$ cat src/rtl/rdseq_pkg.sv
package rdseq_pkg;
  typedef enum logic [1:0] {
    BLM_FIXED8 = 2'b00,
    BLM_ONFLY  = 2'b01,
    BLM_CHOP4  = 2'b10,
    BLM_RSVD   = 2'b11
  } bl_mode_e;
endpackage

$ cat src/rtl/rdseq_mode_ctl.sv
module rdseq_mode_ctl
  import rdseq_pkg::*;
(
  input  logic       clk,
  input  logic       rst_n,
  input  logic       load,
  input  logic [1:0] val,
  input  logic       a12,
  output logic       mode_ok,
  output logic       burst8,
  output logic       mode_err
);
  bl_mode_e mode_q, mode_d;
  logic     ok_q, ok_d;
  logic     err_q, err_d;

  always_comb begin
    mode_d = mode_q;
    ok_d   = ok_q;
    err_d  = 1'b0;
    if (load) begin
      if (bl_mode_e'(val) == BLM_RSVD) begin
        err_d = 1'b1;
      end else begin
        mode_d = bl_mode_e'(val);
        ok_d   = 1'b1;
      end
    end
  end

  always_ff @(posedge clk or negedge rst_n) begin
    if (!rst_n) begin
      mode_q <= BLM_FIXED8;
      ok_q   <= 1'b0;
      err_q  <= 1'b0;
    end else begin
      mode_q <= mode_d;
      ok_q   <= ok_d;
      err_q  <= err_d;
    end
  end

  always_comb begin
    case (mode_q)
      BLM_FIXED8: burst8 = 1'b1;
      BLM_ONFLY:  burst8 = a12;
      default:    burst8 = 1'b0;
    endcase
  end

  assign mode_ok  = ok_q;
  assign mode_err = err_q;
endmodule

$ cat src/rtl/rdseq_ccd_gate.sv
module rdseq_ccd_gate #(
  parameter int TCCD = 4
) (
  input  logic clk,
  input  logic rst_n,
  input  logic req,
  output logic accept,
  output logic proto_err
);
  localparam int CW = $clog2(TCCD + 1);

  logic [CW-1:0] gap_q, gap_d;
  logic          err_q, err_d;
  logic          room;

  assign room   = (gap_q == CW'(TCCD));
  assign accept = req & room;

  always_comb begin
    gap_d = gap_q;
    if (accept)     gap_d = CW'(1);
    else if (!room) gap_d = gap_q + 1'b1;
    err_d = req & ~room;
  end

  always_ff @(posedge clk or negedge rst_n) begin
    if (!rst_n) begin
      gap_q <= CW'(TCCD);
      err_q <= 1'b0;
    end else begin
      gap_q <= gap_d;
      err_q <= err_d;
    end
  end

  assign proto_err = err_q;
endmodule

$ cat src/rtl/rdseq_slot_line.sv
module rdseq_slot_line #(
  parameter int RL     = 5,
  parameter int DEPTH  = 9,
  parameter int BANK_W = 3,
  parameter int COL_W  = 10
) (
  input  logic              clk,
  input  logic              rst_n,
  input  logic              accept,
  input  logic              burst8,
  input  logic [BANK_W-1:0] bank,
  input  logic [COL_W-1:0]  col,
  output logic              head_v,
  output logic [1:0]        head_idx,
  output logic [BANK_W-1:0] head_bank,
  output logic [COL_W-1:0]  head_col,
  output logic              next_v
);
  typedef struct packed {
    logic              v;
    logic [1:0]        idx;
    logic [BANK_W-1:0] bank;
    logic [COL_W-1:0]  col;
  } slot_t;

  slot_t line_q [DEPTH];
  slot_t line_d [DEPTH];

  for (genvar i = 0; i < DEPTH; i++) begin : g_stage
    localparam int K = i - (RL - 1);
    slot_t shifted;
    if (i == DEPTH - 1) begin : g_tail
      assign shifted = '0;
    end else begin : g_body
      assign shifted = line_q[i+1];
    end
    if (K >= 0 && K < 4) begin : g_load
      logic take;
      assign take = accept & (burst8 | (K < 2));
      always_comb begin
        if (take) line_d[i] = '{v: 1'b1, idx: 2'(K), bank: bank, col: col};
        else      line_d[i] = shifted;
      end
    end else begin : g_pass
      always_comb line_d[i] = shifted;
    end
    always_ff @(posedge clk or negedge rst_n) begin
      if (!rst_n) line_q[i] <= '0;
      else        line_q[i] <= line_d[i];
    end
  end

  assign head_v    = line_q[0].v;
  assign head_idx  = line_q[0].idx;
  assign head_bank = line_q[0].bank;
  assign head_col  = line_q[0].col;
  assign next_v    = line_q[1].v;
endmodule

$ cat src/rtl/rdseq_framer.sv
module rdseq_framer #(
  parameter int BANK_W = 3,
  parameter int COL_W  = 10
) (
  input  logic              clk,
  input  logic              rst_n,
  input  logic              head_v,
  input  logic [1:0]        head_idx,
  input  logic [BANK_W-1:0] head_bank,
  input  logic [COL_W-1:0]  head_col,
  input  logic              next_v,
  output logic              dq_valid,
  output logic [2:0]        rise_off,
  output logic [2:0]        fall_off,
  output logic [BANK_W-1:0] out_bank,
  output logic [COL_W-1:0]  out_col,
  output logic              dqs_oe,
  output logic              preamble,
  output logic              postamble
);
  logic              dv_q, pre_q, post_q, oe_q;
  logic              dv_d, pre_d, post_d, oe_d;
  logic [2:0]        rise_q, fall_q, rise_d, fall_d;
  logic [BANK_W-1:0] bank_q, bank_d;
  logic [COL_W-1:0]  col_q, col_d;

  always_comb begin
    dv_d   = head_v;
    pre_d  = next_v & ~head_v;
    post_d = dv_q & ~head_v;
    oe_d   = head_v | pre_d | post_d;
    rise_d = head_v ? {head_idx, 1'b0} : 3'd0;
    fall_d = head_v ? {head_idx, 1'b1} : 3'd0;
    bank_d = head_v ? head_bank : '0;
    col_d  = head_v ? head_col  : '0;
  end

  always_ff @(posedge clk or negedge rst_n) begin
    if (!rst_n) begin
      dv_q   <= 1'b0;
      pre_q  <= 1'b0;
      post_q <= 1'b0;
      oe_q   <= 1'b0;
      rise_q <= 3'd0;
      fall_q <= 3'd0;
      bank_q <= '0;
      col_q  <= '0;
    end else begin
      dv_q   <= dv_d;
      pre_q  <= pre_d;
      post_q <= post_d;
      oe_q   <= oe_d;
      rise_q <= rise_d;
      fall_q <= fall_d;
      bank_q <= bank_d;
      col_q  <= col_d;
    end
  end

  assign dq_valid  = dv_q;
  assign preamble  = pre_q;
  assign postamble = post_q;
  assign dqs_oe    = oe_q;
  assign rise_off  = rise_q;
  assign fall_off  = fall_q;
  assign out_bank  = bank_q;
  assign out_col   = col_q;
endmodule

$ cat src/rtl/ddr3_rd_sequencer.sv
module ddr3_rd_sequencer #(
  parameter int CL     = 5,
  parameter int AL     = 0,
  parameter int TCCD   = 4,
  parameter int BANK_W = 3,
  parameter int COL_W  = 10
) (
  input  logic              clk,
  input  logic              rst_n,
  input  logic              mode_load,
  input  logic [1:0]        mode_val,
  input  logic              rd_cmd,
  input  logic [BANK_W-1:0] rd_bank,
  input  logic [COL_W-1:0]  rd_col,
  input  logic              rd_a12,
  output logic              dq_valid,
  output logic [2:0]        rise_off,
  output logic [2:0]        fall_off,
  output logic [BANK_W-1:0] out_bank,
  output logic [COL_W-1:0]  out_col,
  output logic              dqs_oe,
  output logic              preamble,
  output logic              postamble,
  output logic              proto_err,
  output logic              mode_err
);
  localparam int RL    = CL + AL;
  localparam int DEPTH = RL + 4;

  logic [1:0]        rst_pipe;
  logic              rst_int_n;
  logic              mode_ok, burst8, accept;
  logic              head_v, next_v;
  logic [1:0]        head_idx;
  logic [BANK_W-1:0] head_bank;
  logic [COL_W-1:0]  head_col;

  always_ff @(posedge clk or negedge rst_n) begin
    if (!rst_n) rst_pipe <= 2'b00;
    else        rst_pipe <= {rst_pipe[0], 1'b1};
  end
  assign rst_int_n = rst_pipe[1];

  rdseq_mode_ctl u_mode (
    .clk(clk), .rst_n(rst_int_n), .load(mode_load), .val(mode_val), .a12(rd_a12),
    .mode_ok(mode_ok), .burst8(burst8), .mode_err(mode_err)
  );

  rdseq_ccd_gate #(.TCCD(TCCD)) u_gate (
    .clk(clk), .rst_n(rst_int_n), .req(rd_cmd & mode_ok),
    .accept(accept), .proto_err(proto_err)
  );

  rdseq_slot_line #(.RL(RL), .DEPTH(DEPTH), .BANK_W(BANK_W), .COL_W(COL_W)) u_line (
    .clk(clk), .rst_n(rst_int_n), .accept(accept), .burst8(burst8),
    .bank(rd_bank), .col(rd_col),
    .head_v(head_v), .head_idx(head_idx), .head_bank(head_bank),
    .head_col(head_col), .next_v(next_v)
  );

  rdseq_framer #(.BANK_W(BANK_W), .COL_W(COL_W)) u_frame (
    .clk(clk), .rst_n(rst_int_n), .head_v(head_v), .head_idx(head_idx),
    .head_bank(head_bank), .head_col(head_col), .next_v(next_v),
    .dq_valid(dq_valid), .rise_off(rise_off), .fall_off(fall_off),
    .out_bank(out_bank), .out_col(out_col), .dqs_oe(dqs_oe),
    .preamble(preamble), .postamble(postamble)
  );
endmodule

$ cat config.mk
export PLATFORM = sky130hd
export DESIGN_NAME = ddr3_rd_sequencer
export DESIGN_NICKNAME = d
export VERILOG_FILES = /design/src/rtl/rdseq_pkg.sv /design/src/rtl/rdseq_mode_ctl.sv /design/src/rtl/rdseq_ccd_gate.sv /design/src/rtl/rdseq_slot_line.sv /design/src/rtl/rdseq_framer.sv /design/src/rtl/ddr3_rd_sequencer.sv
export SDC_FILE = /design/constraint.sdc
export NUM_CORES = 1
export LEC_CHECK = 0
export BUFFER_PORTS_ARGS = -buffer_cell sky130_fd_sc_hd__buf_2
export CAP_MARGIN = 20
export CORE_ASPECT_RATIO = 1.2
export CORE_UTILIZATION = 40
export CTS_BUF_LIST = sky130_fd_sc_hd__clkbuf_4
export CTS_CLUSTER_SIZE = 28
export DETAILED_ROUTE_END_ITERATION = 6
export HOLD_SLACK_MARGIN = 0.12
export PLACE_DENSITY = 0.69
export SYNTH_ARGS = -nofsm -noshare
export SYNTH_HDL_FRONTEND = slang
export SYNTH_SLANG_ARGS = --single-unit
$ cat constraint.sdc
create_clock -name clk -period 5.4 [get_ports clk]
set_clock_uncertainty 0.15 [all_clocks]
set_input_delay 1.08 -clock clk [delete_from_list [all_inputs] [get_ports clk]]
set_output_delay 1.08 -clock clk [all_outputs]
set_load 0.02 [all_outputs]
-- Word level (Yosys, flattened, before mapping)
Index checks and enable logic that the tools add are counted.
- bits of input ports: 20
- output and inout port bits: 25
- register bits after elaboration: 161
- word-level logic and storage cells: 77
- reduce and logical (&&, ||, !) cells: 2
- bitwise operators: 11
- muxes and demuxes: 13
- $add $sub $neg: 1
- eq/ne operators: 4
- operators with widths (cell ; count):
    two-way mux 16 bit ; 4
    two-way mux 3 bit ; 5
    two-way mux 10 bit ; 1
    AND 1 bit ; 6
    adder 3 x 1 -> 3 bit, second input constant ; 1
    equality test 3 bit, second input constant ; 1
    inverter 1 bit ; 3
    equality test 2 x 1 -> 1 bit, second input constant ; 1
    equality test 2 bit, second input constant ; 1
    logical NOT 2 bit ; 1
    two-way mux 1 bit ; 2
    inequality test 2 x 1 -> 1 bit, second input constant ; 1
    bitwise OR 1 bit ; 2
    one-hot mux 1 bit (2 select lines) ; 1
    AND reduction 2 bit ; 1

-- Depth between registers and ports, before layout
- depth after elaboration: 4
- depth in mapped cells: 6
- gate-level depth less buffers: 5

-- Modules after synthesis
From an unflattened synthesis, not the netlist that was laid out.
- cell total of the unflattened synthesis: 311
- area, all modules: 4777.1 sq um
- modules (own cells, without submodules) (module ; area an instance (sq um) ; cells an instance ; sequential area each (sq um) ; instances):
    rdseq_slot_line ; 3694.8 ; 234 ; 3128.0 ; 1
    rdseq_framer ; 650.6 ; 43 ; 475.5 ; 1
    rdseq_ccd_gate ; 207.7 ; 16 ; 101.3 ; 1
    rdseq_mode_ctl ; 163.9 ; 14 ; 100.1 ; 1
    ddr3_rd_sequencer ; 60.1 ; 4 ; 50.0 ; 1

-- Least setup slack after synthesis
OpenSTA, ideal clock, no wires.
- path type: input-to-reg
- start point: input rd_cmd
- end point: register u_line.line_q, in the netlist u_line.g_stage[5].shifted[10]
- setup slack: 3239 ps
- setup time: 125 ps
- arrival time: 1886 ps
- stages on the path: 3
- buffers on the path: 0
- data required time: 5125 ps
- path through: nand4_4 a211oi_4 mux2_2
- RTL lines (item ; line ; RTL):
    start, declared ; ddr3_rd_sequencer.sv:12 ; input logic rd_cmd,
    end signal, assigned by index ; rdseq_slot_line.sv:49 ; else line_q[i] <= line_d[i];
    end, declared ; rdseq_slot_line.sv:26 ; slot_t line_q [DEPTH];

==> summary.md <==
| Metric | Value |
|---|---|
| Antenna Violating Nets Remaining | 0 |
| Hold buffers post-CTS | 0 |
| R2R Path Start | u_gate.gap_q[0]$_DFFE_PN0P_ |
| Critical path launch point type | flop |
| Post-route insts no fill | 545 |
| Residual DRC | 0 |
| Starting DRT DRC Count | 82 |
| Setup violations, final | 0 |
| Setup TNS | 0 ps |
| Detail Placement HPWL | 3620 µm |
| Power density over cell area | 449 nW/µm² |
| Post-synth top area share | 81.3% |
| I/O Buffers | 43 |
| Worst reg2reg setup slack | 2760 ps |
| Worst VDD drop | 215 µV |
| Cells after DPL | 513 |
| Post-Syn Nets | 345 |
| Critical Path AT | 2880 ps |
| Worst skew pair latency | 500 ps |
| Max-cap violation count | 0 |
| CTS tree | built |
| Synthesized area | 4710 µm² |
| R2r worst-path depth | 5 |
| Routed wire length | 5730 µm |
| Sequential area share after synthesis | 81.8% |
| EDFF count, synth | 0 |
| RD Place Congestion | 0.672 |
| Clk root buf | clkbuf_4 |
| H-Tree Level Count | 4 |
| Tot GR Track Use | 11.1% |
| Ys Warns | 0 |
| Register bit total from synthesis | 154 |
| Setup repair after global routing missed its margin | false |
| Leak pwr | 2.95 nW |
| Maximum number of pins on one net before global-route repair | 65 |
| Nets@finish | 397 |
| Highest clock rate | 379 MHz |
| Share of synthesized registers carrying an async set or reset | 100% |
| Post-synth top cells | dfrtp_1, nand2_1, and2_1 |
| Fin. max-slew vios | 0 |
| Hold Crit Class | reg -> async |
| Synth cell types | 27 |
| Outcome | finished clean |
| Setup crit end kind | flop |
| Fin. Hold Viols | 0 |
| Drt pass-1 iters | 5 |
| Max transition margin | 50.6% |
| Die area | 12200 µm² |
| Dominant cells by area after synthesis | dfrtp_1, nand2_1, and2_1, nor2_1, o22ai_1 |
| Die width | 101 µm |
| TritonCTS buffer count | 17 |
| Mean Syn Cell Area | 14.6 µm² |
| Site Rows | 43 |
| FF-to-FF End | u_line.g_stage[5].shifted[11]$_DFF_PN0_ |
| Post-route minimum period | 2640 ps |
| Worst Max-Slew Pin Slew | 741 ps |
| Via-per-instance ratio | 4.20 |
| Hold_ws | 142 ps |
| Via Count | 2291 |
| IO Count | 45 |
| Diodes inserted | 0 |
| Post-CTS sizing | 0 |
| Area delta synth->final | 15.0% |
| Largest area contributor in the netlist | dfrtp_1 |
| DIE HEIGHT | 121 µm |
| Final worst-path cycle share | 48.9% |
| Crit path max fanout | 33 |
| Synth Instances | 323 |
| Starting density of the core | 40.9% |
| Final Util | 47.1% |
| First-pass GRT wire length | 10200 µm |
| Fraction of layout cells with a size suffix above 1 | 22.2% |
| Vias in the first global route | 2292 |
| Total global routing overflow | 0 |
| Post-synth top flop | dfrtp_1 |
| CTS max path bufs | 2 |
| Final Power | 0.00243 W |
| Reg clk slew, reported paths | 130 ps |
| Worst endpoint required time | 5640 ps |
| CTS Sinks | 154 |
| Initial antenna violation count | 0 |
| Crit path kind | reg -> reg |
| Post-CTS Setup Repair Bufs | 0 |
| Most numerous cell in the Yosys netlist | dfrtp_1 |
| Core area | 11500 µm² |
| WL/cell | 10.5 µm |
## worst max-delay path, stage by stage, from the launching register on
cell and delay (ps):
dfrtp_1 430, inv_1 70, ha_1 300, nand4_4 440
a211oi_4 740, mux2_2 410
## cell usage in the layout (no fill, tap or decap), types with 2 or more instances in the layout
cell	instances
clkinv_2	2
ha_1	2
o22ai_1	10
inv_1	14
nor2_1	17
and2_1	18
inv_6	4
clkbuf_4	17
nor2b_1	5
a21o_1	2
conb_1	2
dfrtp_1	152
inv_8	2
buf_4	2
buf_2	43
nand2b_1	3
mux2_2	4
clkinv_4	2
nand2_1	70
bufinv_16	4
## registers in the layout, summed over array words and instances (netlist names)
| name | cells |
|---|---|
| u_line.g_stage.shifted | 108 |
| u_frame.out_col | 10 |
| u_line.head_col | 10 |
| u_frame.out_bank | 3 |
| u_gate.gap_q | 3 |
| u_line.head_bank | 3 |
| rst_pipe | 2 |
| u_frame.fall_off | 2 |
| u_line.head_idx | 2 |
| u_mode.mode_q | 2 |
| u_frame.dqs_oe | 1 |
| u_frame.postamble | 1 |
| u_frame.preamble | 1 |
| u_frame.rise_off | 1 |
| u_gate.proto_err | 1 |
| u_line.head_v | 1 |
| u_line.next_v | 1 |
| u_mode.mode_err | 1 |
| u_mode.mode_ok | 1 |
## layout make-up
type / instances / area (µm²)
clock inverters: 15 / 213
repair buffers: 45 / 230
well taps: 157 / 196
multi-input cells: 143 / 739
flip-flops and latches: 154 / 3860
inverters: 14 / 52.6
clock buffers: 17 / 128
fillers: 1042 / 6100
## worst max-delay path by stage
| stage | to | start | slack [ps] |
|---|---|---|---|
| final | u_line.g_stage[5].shifted[11]$_DFF_PN0_ | u_gate.gap_q[0]$_DFFE_PN0P_ | 2760 |
| after global routing | u_line.g_stage[5].shifted[9]$_DFF_PN0_ | u_gate.gap_q[0]$_DFFE_PN0P_ | 2560 |
| after CTS | u_line.g_stage[5].shifted[11]$_DFF_PN0_ | u_gate.gap_q[0]$_DFFE_PN0P_ | 2700 |
| after detailed placement | u_line.g_stage[5].shifted[9]$_DFF_PN0_ | rd_cmd | 2320 |
| after global placement | u_line.g_stage[5].shifted[10]$_DFF_PN0_ | rd_cmd | 2370 |
| after floorplan | u_frame.dqs_oe$_DFF_PN0_ | rst_pipe[1]$_DFF_PN0_ | 640 |
## cells by family (layout without fill, tap and decap cells)
group	count (synthesis)	after routing	synth area share, %
multiplexers	4	4	0.956
AND/OR/NAND/NOR	119	119	11.5
AO/OA/AOI/OAI	16	16	2.52
adder cells (fa/ha/maj)	2	2	0.531
flip-flops	154	154	81.8
other	2	2	0.159
buffers and inverters	26	91	2.50
## per-layer routing
| layer | GRT usage [%] | vias up | wire length (µm) |
|---|---|---|---|
| li1 | - | 1107 | - |
| met1 | 13.7 | 1116 | 2500 |
| met2 | 17.1 | 61 | 2850 |
| met3 | 4.21 | 7 | 284 |
| met4 | 5.62 | 0 | 97 |
| met5 | 0 | - | 0 |
## where the power goes
part / switching [W] / internal (W)
Clock: 0.000396 / 0.000380
Sequential: 0.0000772 / 0.00136
Combinational: 0.000142 / 0.0000824
Total: 0.000616 / 0.00182
## through the flow
step                      setup slack, ps  instance area, µm²
after floorplan                       643                4710
after global placement               2370                5080
after detailed placement             2320                5080
after CTS                            2700                5420
after global routing                 2560                5420
final                                2760                5420
No activity file was read; power rests on OpenSTA's default activity.
